===== src/rtl/iop_pkg.sv =====
package iop_pkg;
    localparam int ADDR_W    = 18;
    localparam int DATA_W    = 16;
    localparam int PAGE_W    = 13;
    localparam int IDX_W     = 2;
    localparam int NREG      = 1 << IDX_W;
    localparam int IDX_LSB   = 1;
    localparam int MATCH_LSB = IDX_LSB + IDX_W;
    localparam int HALF_W    = DATA_W / 2;

    typedef enum logic [1:0] {
        CYC_READ       = 2'b00,
        CYC_READ_HOLD  = 2'b01,
        CYC_WRITE      = 2'b10,
        CYC_WRITE_BYTE = 2'b11
    } cyc_e;

    typedef enum logic [1:0] {
        ST_IDLE = 2'd0,
        ST_ACK  = 2'd1,
        ST_MISS = 2'd2
    } state_e;

    typedef struct packed {
        logic              init;
        logic              msyn;
        cyc_e              cyc;
        logic [ADDR_W-1:0] addr;
        logic [DATA_W-1:0] wdata;
    } bus_in_t;

    localparam int BUS_IN_W = $bits(bus_in_t);

    function automatic logic cyc_writes(cyc_e c);
        return c[1];
    endfunction

    function automatic logic [DATA_W-1:0] lane_merge(
        logic [DATA_W-1:0] prev,
        logic [DATA_W-1:0] incoming,
        logic              byte_mode,
        logic              upper
    );
        logic [DATA_W-1:0] r;
        r = incoming;
        if (byte_mode) begin
            if (upper) r = {incoming[DATA_W-1:HALF_W], prev[HALF_W-1:0]};
            else       r = {prev[DATA_W-1:HALF_W], incoming[HALF_W-1:0]};
        end
        return r;
    endfunction
endpackage


===== src/rtl/iop_sync.sv =====
module iop_sync #(
    parameter int W      = 1,
    parameter int STAGES = 2
) (
    input  logic         clk,
    input  logic         rst,
    input  logic [W-1:0] d,
    output logic [W-1:0] q
);
    logic [STAGES-1:0][W-1:0] chain;

    always_ff @(posedge clk) begin
        if (rst) begin
            chain <= '0;
        end else begin
            chain[0] <= d;
            for (int k = 1; k < STAGES; k++) begin
                chain[k] <= chain[k-1];
            end
        end
    end

    assign q = chain[STAGES-1];
endmodule


===== src/rtl/iop_decode.sv =====
module iop_decode
    import iop_pkg::*;
#(
    parameter logic [ADDR_W-1:0] BASE_ADDR = 18'h3FF40
) (
    input  logic [ADDR_W-1:0] addr,
    output logic              hit,
    output logic [IDX_W-1:0]  idx,
    output logic              upper
);
    logic in_page;
    logic base_eq;

    assign in_page = &addr[ADDR_W-1:PAGE_W];
    assign base_eq = (addr[ADDR_W-1:MATCH_LSB] == BASE_ADDR[ADDR_W-1:MATCH_LSB]);
    assign hit     = in_page && base_eq;
    assign idx     = addr[MATCH_LSB-1:IDX_LSB];
    assign upper   = addr[0];
endmodule


===== src/rtl/iop_regbank.sv =====
module iop_regbank
    import iop_pkg::*;
#(
    parameter int RO_IDX = 3
) (
    input  logic              clk,
    input  logic              clr,
    input  logic              wr_en,
    input  logic              wr_byte,
    input  logic              wr_upper,
    input  logic [IDX_W-1:0]  wr_idx,
    input  logic [DATA_W-1:0] wr_data,
    input  logic [IDX_W-1:0]  rd_idx,
    input  logic [DATA_W-1:0] status_in,
    output logic [DATA_W-1:0] rd_data
);
    logic [NREG-1:0][DATA_W-1:0] store;

    always_ff @(posedge clk) begin
        if (clr) begin
            store <= '0;
        end else begin
            for (int i = 0; i < NREG; i++) begin
                if (wr_en && (wr_idx == IDX_W'(i)) && (i != RO_IDX)) begin
                    store[i] <= lane_merge(store[i], wr_data, wr_byte, wr_upper);
                end
            end
        end
    end

    always_comb begin
        if (rd_idx == IDX_W'(RO_IDX)) rd_data = status_in;
        else                          rd_data = store[rd_idx];
    end

    AST_BANK_QUIET: assert property (@(posedge clk) disable iff (clr)
        !wr_en |=> $stable(store));
    AST_RO_IGNORED: assert property (@(posedge clk) disable iff (clr)
        (wr_en && wr_idx == IDX_W'(RO_IDX)) |=> $stable(store));
endmodule


===== src/rtl/iopage_slave.sv =====
module iopage_slave
    import iop_pkg::*;
#(
    parameter logic [ADDR_W-1:0] BASE_ADDR   = 18'h3FF40,
    parameter int                SYNC_STAGES = 2,
    parameter int                RO_IDX      = 3
) (
    input  logic              clk,
    input  logic              rst,
    input  logic              bus_init,
    input  logic              bus_msyn,
    input  logic [1:0]        bus_ctl,
    input  logic [ADDR_W-1:0] bus_addr,
    input  logic [DATA_W-1:0] bus_wdata,
    input  logic [DATA_W-1:0] dev_status,
    output logic              bus_ssyn,
    output logic [DATA_W-1:0] bus_rdata,
    output logic              bus_rdata_en,
    output logic              rmw_lock
);
    bus_in_t raw_in;
    bus_in_t sb;
    logic [BUS_IN_W-1:0] sb_bits;

    assign raw_in = '{init: bus_init, msyn: bus_msyn, cyc: cyc_e'(bus_ctl),
                      addr: bus_addr, wdata: bus_wdata};

    iop_sync #(.W(BUS_IN_W), .STAGES(SYNC_STAGES)) u_sync (
        .clk (clk),
        .rst (rst),
        .d   (raw_in),
        .q   (sb_bits)
    );
    assign sb = bus_in_t'(sb_bits);

    logic             hit;
    logic [IDX_W-1:0] idx;
    logic             upper;

    iop_decode #(.BASE_ADDR(BASE_ADDR)) u_dec (
        .addr  (sb.addr),
        .hit   (hit),
        .idx   (idx),
        .upper (upper)
    );

    state_e            state_q;
    logic              ssyn_q;
    logic              rd_q;
    logic [DATA_W-1:0] dout_q;
    logic              lock_q;
    logic [IDX_W-1:0]  lock_idx_q;
    logic              clr;
    logic              take;
    logic              wr_en;
    logic [DATA_W-1:0] rd_data;

    assign clr   = rst || sb.init;
    assign take  = (state_q == ST_IDLE) && sb.msyn && hit;
    assign wr_en = take && cyc_writes(sb.cyc);

    iop_regbank #(.RO_IDX(RO_IDX)) u_bank (
        .clk       (clk),
        .clr       (clr),
        .wr_en     (wr_en),
        .wr_byte   (sb.cyc == CYC_WRITE_BYTE),
        .wr_upper  (upper),
        .wr_idx    (idx),
        .wr_data   (sb.wdata),
        .rd_idx    (idx),
        .status_in (dev_status),
        .rd_data   (rd_data)
    );

    always_ff @(posedge clk) begin
        if (clr) begin
            state_q    <= ST_IDLE;
            ssyn_q     <= 1'b0;
            rd_q       <= 1'b0;
            dout_q     <= '0;
            lock_q     <= 1'b0;
            lock_idx_q <= '0;
        end else begin
            case (state_q)
                ST_IDLE: begin
                    if (sb.msyn) begin
                        if (hit) begin
                            state_q <= ST_ACK;
                            ssyn_q  <= 1'b1;
                            if (!cyc_writes(sb.cyc)) begin
                                rd_q   <= 1'b1;
                                dout_q <= rd_data;
                                if (sb.cyc == CYC_READ_HOLD) begin
                                    lock_q     <= 1'b1;
                                    lock_idx_q <= idx;
                                end
                            end else if (lock_q && (idx == lock_idx_q)) begin
                                lock_q <= 1'b0;
                            end
                        end else begin
                            state_q <= ST_MISS;
                        end
                    end
                end
                ST_ACK: begin
                    if (!sb.msyn) begin
                        state_q <= ST_IDLE;
                        ssyn_q  <= 1'b0;
                        rd_q    <= 1'b0;
                        dout_q  <= '0;
                    end
                end
                ST_MISS: begin
                    if (!sb.msyn) state_q <= ST_IDLE;
                end
                default: state_q <= ST_IDLE;
            endcase
        end
    end

    assign bus_ssyn     = ssyn_q;
    assign bus_rdata    = dout_q;
    assign bus_rdata_en = rd_q;
    assign rmw_lock     = lock_q;

    AST_ACK_AFTER_MSYN: assert property (@(posedge clk) disable iff (rst)
        $rose(ssyn_q) |-> $past(sb.msyn));
    AST_ACK_ONLY_ON_HIT: assert property (@(posedge clk) disable iff (rst)
        $rose(ssyn_q) |-> $past(hit));
    AST_ACK_HELD: assert property (@(posedge clk) disable iff (rst)
        (ssyn_q && sb.msyn && !sb.init) |=> ssyn_q);
    AST_LOCK_FROM_PAUSE: assert property (@(posedge clk) disable iff (rst)
        $rose(lock_q) |-> $past(sb.cyc == CYC_READ_HOLD));
    AST_INIT_CLEARS: assert property (@(posedge clk) disable iff (rst)
        sb.init |=> (!lock_q && !ssyn_q));
endmodule


===== config.mk =====
export PLATFORM = sky130hd
export DESIGN_NAME = iopage_slave
export DESIGN_NICKNAME = d
export VERILOG_FILES = /design/src/rtl/iop_pkg.sv /design/src/rtl/iop_sync.sv /design/src/rtl/iop_decode.sv /design/src/rtl/iop_regbank.sv /design/src/rtl/iopage_slave.sv
export SDC_FILE = /design/constraint.sdc
export NUM_CORES = 1
export LEC_CHECK = 0
export BUFFER_PORTS_ARGS = -buffer_cell sky130_fd_sc_hd__buf_2
export CAP_MARGIN = 20
export CELL_PAD_IN_SITES_DETAIL_PLACEMENT = 1
export CELL_PAD_IN_SITES_GLOBAL_PLACEMENT = 1
export CORE_ASPECT_RATIO = 0.6
export CORE_UTILIZATION = 45
export DETAILED_ROUTE_END_ITERATION = 12
export HOLD_SLACK_MARGIN = 0.08
export PLACE_DENSITY = 0.8
export REMOVE_ABC_BUFFERS = 1
export SETUP_SLACK_MARGIN = 0.3
export SYNTH_ARGS = -nofsm -noshare
export SYNTH_HDL_FRONTEND = slang
export SYNTH_SLANG_ARGS = --single-unit

===== constraint.sdc =====
create_clock -name clk -period 2.3 [get_ports clk]
set_input_delay 0.345 -clock clk [delete_from_list [all_inputs] [get_ports clk]]
set_output_delay 0.345 -clock clk [all_outputs]
set_load 0.01 [all_outputs]

Word level (Yosys, flattened, before mapping). Cells that the tools add are included.

Order comparisons: 1. Multiply operators: 0. Reduce and logical (&&, ||, !) cells: 26. Equality and inequality tests: 17. Bitwise operators: 1. Muxes and demuxes: 25. Shift-type cells: 0. $add $sub $neg: 0. Divide/modulo/power cells: 0.

Operator list (count): two-way mux 16 bit (8); binary-select mux 16 bit (select 2 bit) (1); case mux 16 bit (2 select lines) (1); AND reduction 5 bit (4); equality test 15 bit (second input constant) (1); inequality test 2 bit (second input constant) (7); AND reduction 2 bit (7); two-way mux 1 bit (9); equality test 2 bit (second input constant) (4); logical AND 1 bit (8); equality test 2 x 1 -> 1 bit (second input constant) (3); two-way mux 2 bit (3); zero test 2 bit (2); case mux 1 bit (2 select lines) (2); case mux 2 bit (2 select lines) (1); AND reduction 4 bit (1); nonzero test 2 bit (2); < comparator 2 x 3 -> 1 bit (second input constant) (1); equality test 2 bit (1); inequality test 2 x 1 -> 1 bit (second input constant) (1); OR reduction 2 bit (1); logical OR 1 bit (1); NOT 1 bit (1).

Output and inout port bits: 19. Logic and storage cells: 84. Memories kept: 0. Latch bits: 0. RAM bits: 0. ROM bits: 0. Input port bits: 56. Register bits: 147.

Logic depth before layout (Yosys ltp).
Depth in word-level cells: 7. Depth in mapped cells: 7. Mapped depth without buffers: 6.

Hierarchy. Synthesis repeated with hierarchy kept, for this count alone.

Cell total of the unflattened synthesis: 533. Area, all modules: 5844.4 µm².

By module, submodules not included: iop_regbank (instances 1, cells an instance 212, area each 2384.8 µm², sequential area each 960.9 µm²); iop_sync (instances 1, cells an instance 198, area each 2349.8 µm², sequential area each 1521.5 µm²); iopage_slave (instances 1, cells an instance 115, area each 1044.8 µm², sequential area each 460.4 µm²); iop_decode (instances 1, cells an instance 8, area each 65.1 µm², sequential area each 0.0 µm²).

Worst setup path before layout. OpenSTA, ideal clock, no wires.

Path kind: register to register. Start: reg state_q[1]. End: reg dout_q[10], in the netlist bus_rdata[10]. Required time: 2.181 ns. Arrival: 1.465 ns. Path slack: 0.716 ns. Buffers on the path: 1. Stages on the path, launching flop included: 7. Clock period less this slack: 1.584 ns. Path through: dfxtp_1 -> inv_1 -> ha_1 -> nor4bb_1 -> nand2_4 -> buf_6 -> mux2i_1.

Cells in the longest elaborated chain, start to end: 3. Elaborated cells on any way between the ends: 9. Those cells by class: 5 x eq/ne; 1 x mux; 3 x reduce/logical.

Ends and longest elaborated chain: start: declaration (line iopage_slave.sv:47) `state_e state_q;`; start signal: assignment (line iopage_slave.sv:77) `state_q <= ST_IDLE;`; start signal: assignment (line iopage_slave.sv:88) `state_q <= ST_ACK;`; start signal: assignment (line iopage_slave.sv:101) `state_q <= ST_MISS;`; equality test 2 x 1 -> 1 bit or zero test 2 bit (tied branches) (line iopage_slave.sv:84) `case (state_q)`; inequality test 2 bit (no source line) (tied with other cells); AND reduction 5 bit (no source line); end signal: assignment (line iopage_slave.sv:92) `dout_q <= rd_data;`; end: declaration (line iopage_slave.sv:50) `logic [DATA_W-1:0] dout_q;`.

Parallel ways exist; a longest one is shown, timed or not. A chain may end at the register's enable or synchronous reset.

Worst setup path in the final report.
Start: reg u_sync.chain (netlist bit u_sync.q[18]). End: reg u_bank.store[32] in the netlist's numbering.

Cells in the longest elaborated chain, start to end: 3.

Ends and longest elaborated chain: start: declaration (line iop_sync.sv:10) `logic [STAGES-1:0][W-1:0] chain;`; start signal: indexed assignment (line iop_sync.sv:18) `chain[k] <= chain[k-1];`; equality test 2 bit (line iop_regbank.sv:24) `if (wr_en && (wr_idx == IDX_W'(i)) && (i != RO_IDX)) begin`; logical AND 1 bit (line iop_regbank.sv:24); AND reduction 2 bit (no source line); end signal: indexed assignment (line iop_regbank.sv:25) `store[i] <= lane_merge(store[i], wr_data, wr_byte, wr_upper);`; end: declaration (line iop_regbank.sv:17) `logic [NREG-1:0][DATA_W-1:0] store;`.

No other way between the ends.

==> key figures <==
Status
  – Status: finished, final reports clean

Power and ir drop
  – Sw power: 1.196 mW
  – Clock power share: 48.4%
  – Switching share of power: 21.66%
  – Int Pwr: 4.325 mW
  – Static leakage: 2.884 nW
  – Peak VDD IR: 0.0005286 V
  – Comb pwr share: 3.9%
  – Power Dens Cells: 847.3 nW/um2
  – Reg power frac: 47.7%

Place
  – DPL Wire Length: 8.194 mm
  – GP Congestion: 0.7688
  – Post-Place Setup Slack: 0.4197 ns
  – IO Port Bufs: 74

Logic synthesis
  – Synth Flop Type: dfxtp_1
  – Synth Register Bits: 147
  – Synth warn: 0
  – Compound-Gate Fraction of Synth Area: 1.067%
  – Register area share after synthesis: 54.57%
  – Synth Instances: 483
  – EDFF count, synth: 0
  – Area leader, netlist: dfxtp_1
  – Simple-Gate Fraction of Synth Area: 21.69%
  – Xor/xnor cell area share of the yosys netlist: 0.3248%
  – Mean Syn Cell Area: 11.16 um2
  – Async S/R FF share, synth: 0%
  – Largest family of logic cells by synthesized area: simple AND/OR/NAND/NOR gates
  – Yosys cell types: 37
  – Synth area leaders: dfxtp_1, mux2i_1, nor2b_1
  – Mux share of post-synthesis cell area: 19.14%
  – Synthesized cell area: 5393 um2
  – Post-synth top area share: 54.57%
  – Post-synthesis adder-cell area fraction: 0.4640%

STA
  – Hold Violations, Final: 0
  – Clk_skew: 0.005609 ns
  – Tmin final: 1.942 ns
  – Number of setup violations in the final report: 0
  – Fmax: 515.0 MHz
  – Worst-Margin Slew: 0.7583 ns
  – Post-route setup slack: 0.3584 ns
  – RSZ-0062 raised after global routing: true
  – Slew headroom: 49.45%
  – WHS: 0.1347 ns
  – Max Slew Vio Count: 0
  – Final period utilization: 84.42%

Worst setup path
  – R2R depth: 3
  – Worst reg2reg startpoint: u_sync.q[18]
  – Crit path DAT: 2.27 ns
  – CP Capture Type: flip-flop
  – WS Path Type: reg2reg
  – Worst EP required: 2.63 ns
  – Crit start category: flip-flop
  – Reg2reg end: u_bank.store[32]
  – Reg2Reg Setup Slack: 0.36 ns
  – Crit-path max FO: 12

Clock tree
  – CTS tree: yes
  – H-tree levels: 4
  – Inserted Clock Buffers: 17
  – Sink Count: 147
  – Root buf cell: clkbuf_16
  – Hold_buf cts: 0
  – Clock slew at reported path FFs: 0.06 ns
  – Worst-Skew Late Latency: 0.41 ns
  – CTS Buffer Depth: 2

Drt
  – Routed WL: 12.35 mm
  – Remaining antenna violation count: 0
  – TritonRoute pass-1 iters: 4
  – Residual DRC count: 0
  – Vias: 3593
  – DR iter-0 viols: 171
  – Vias per cell: 4.902
  – Wirelength per Cell: 16.85 um

Global route
  – GRT Residual Overflow: 0
  – Largest net degree at the start of global routing: 77
  – Vias in the first global route: 3789
  – GRT Total Usage: 21.46%
  – Antenna violations before repair: 0
  – First-pass GRT wire length: 19.59 mm

Die
  – CORE AREA: 11490 um2
  – Die height: 86.80 um
  – Std-Cell Rows: 30
  – Die area: 12440 um2
  – I/O pin cnt: 75
  – Starting Density: 46.95%
  – Die width: 143.3 um

Min path
  – Hold crit path type: in2reg
  – Hold endpoint: u_sync.chain[11]
  – Hold depth: 2
  – Hold_sp: bus_wdata[11]

Cells and area
  – Area growth, synth to finish: 20.81%
  – Multi-input gate area: 2316 um2
  – Register area: 2943 um2
  – Antenna Diode Count: 0
  – Nets@finish: 619
  – Share of post-route cells with drive strength above 1: 25.83%
  – Filler cells: 1236

Job
  – Max cap viols: 0
## state kept, by name, summed over array words and instances (netlist names)
register	cells
u_sync.q	38
u_sync.chain	38
state_q	2
u_bank.store	48
bus_rdata_en	1
lock_idx_q	2
bus_ssyn	1
rmw_lock	1
bus_rdata	16
## per-stage QoR
step | cell area (um2) | utilization, % | total power, mW | TNS (ns) | instances
6_report | 6515 | 56.72 | 5.520 | 0 | 733
5_1_grt | 6515 | 56.72 | 5.724 | 0 | 733
4_1_cts | 6486 | 56.47 | 5.557 | 0 | 730
3_5_place_dp | 5906 | 51.42 | 2.905 | 0 | 699
3_3_place_gp | 5906 | 51.42 | 2.894 | 0 | 699
2_1_floorplan | 5253 | - | 2.786 | -71.40 | 455
## worst max path at each step
stage,from,to,depth (start not counted)
finish,u_sync.q[18],u_bank.store[32],3
global route,u_sync.q[18],u_bank.store[32],3
CTS,u_sync.q[19],u_bank.store[44],6
detailed placement,u_sync.q[27],u_bank.store[44],6
global placement,u_sync.q[27],u_bank.store[43],6
floorplan,rst,u_bank.store[32],3
## final cells by class
class | count | area share (%)
sequential | 147 | 45.17
multi-input combinational | 306 | 35.55
timing repair buffer | 87 | 7.240
clock buffer | 19 | 6.799
tap | 160 | 3.073
clock inverter | 12 | 2.055
inverter | 2 | 0.1152
## critical path, cell delays in order (launching register included)
cell and delay, ns:
dfxtp_1 0.67, nand2b_1 0.21, and4bb_1 0.69, mux2i_1 0.29
## power by group through the flow
stage | sequential, mW | combinational [mW] | clock (mW)
2_1_floorplan | 2.69 | 0.0993 | 0
6_report | 2.63 | 0.213 | 2.67
3_3_place_gp | 2.69 | 0.207 | 0
4_1_cts | 2.64 | 0.217 | 2.71
5_1_grt | 2.64 | 0.236 | 2.85
3_5_place_dp | 2.69 | 0.215 | 0
## timing repair
item / CTS / global route
buffers inserted: 0 / 3
gates resized for setup: 1 / 1
cloned: 0 / 0
endpoints found under the setup margin: 2 / 5
## layout by cell type, fill, tap and decap left out, types with 3 or more instances in the layout
master / synthesis / routed
a21oi_1: 3 / 3
buf_2: 3 / 74
buf_4: 2 / 12
clkbuf_16: 0 / 17
clkinvlp_4: 0 / 5
dfxtp_1: 147 / 147
mux2i_1: 66 / 66
mux4_2: 16 / 16
nand2_1: 105 / 105
nand2_4: 3 / 3
nor2_1: 6 / 5
nor2b_1: 77 / 77
## metal layers
layer	global-route usage, %	wire length, um
met2	35.79	5931
met5	0	0
met3	5.304	486
met4	7.157	107
met1	27.44	5825
## cell usage after synthesis (all sizes together) (2+ instances only)
| cell | number |
|---|---|
| nor2 | 6 |
| a21oi | 4 |
| nand3 | 4 |
| nor3b | 2 |
| ha | 2 |
| nor3 | 2 |
| a22oi | 2 |
| nand4b | 2 |
| xor2 | 2 |
| mux2i | 66 |
| buf | 12 |
| mux4 | 16 |
| dfxtp | 147 |
| clkbuf | 16 |
| nor4 | 2 |
| nor2b | 77 |
| nand2 | 108 |
| nor4b | 2 |
| inv | 2 |
| nand2b | 2 |
## kinds of logic (layout without fill, tap and decap cells)
| kind of cell | count (synthesis) | count (layout) |
|---|---|---|
| simple gates | 211 | 211 |
| flops | 147 | 147 |
| mux | 83 | 83 |
| buf+inv | 30 | 120 |
| compound gates | 8 | 8 |
| fa+ha+maj | 2 | 2 |
| xor+xnor | 2 | 2 |
Note: power is estimated with default switching activity, not from simulation.
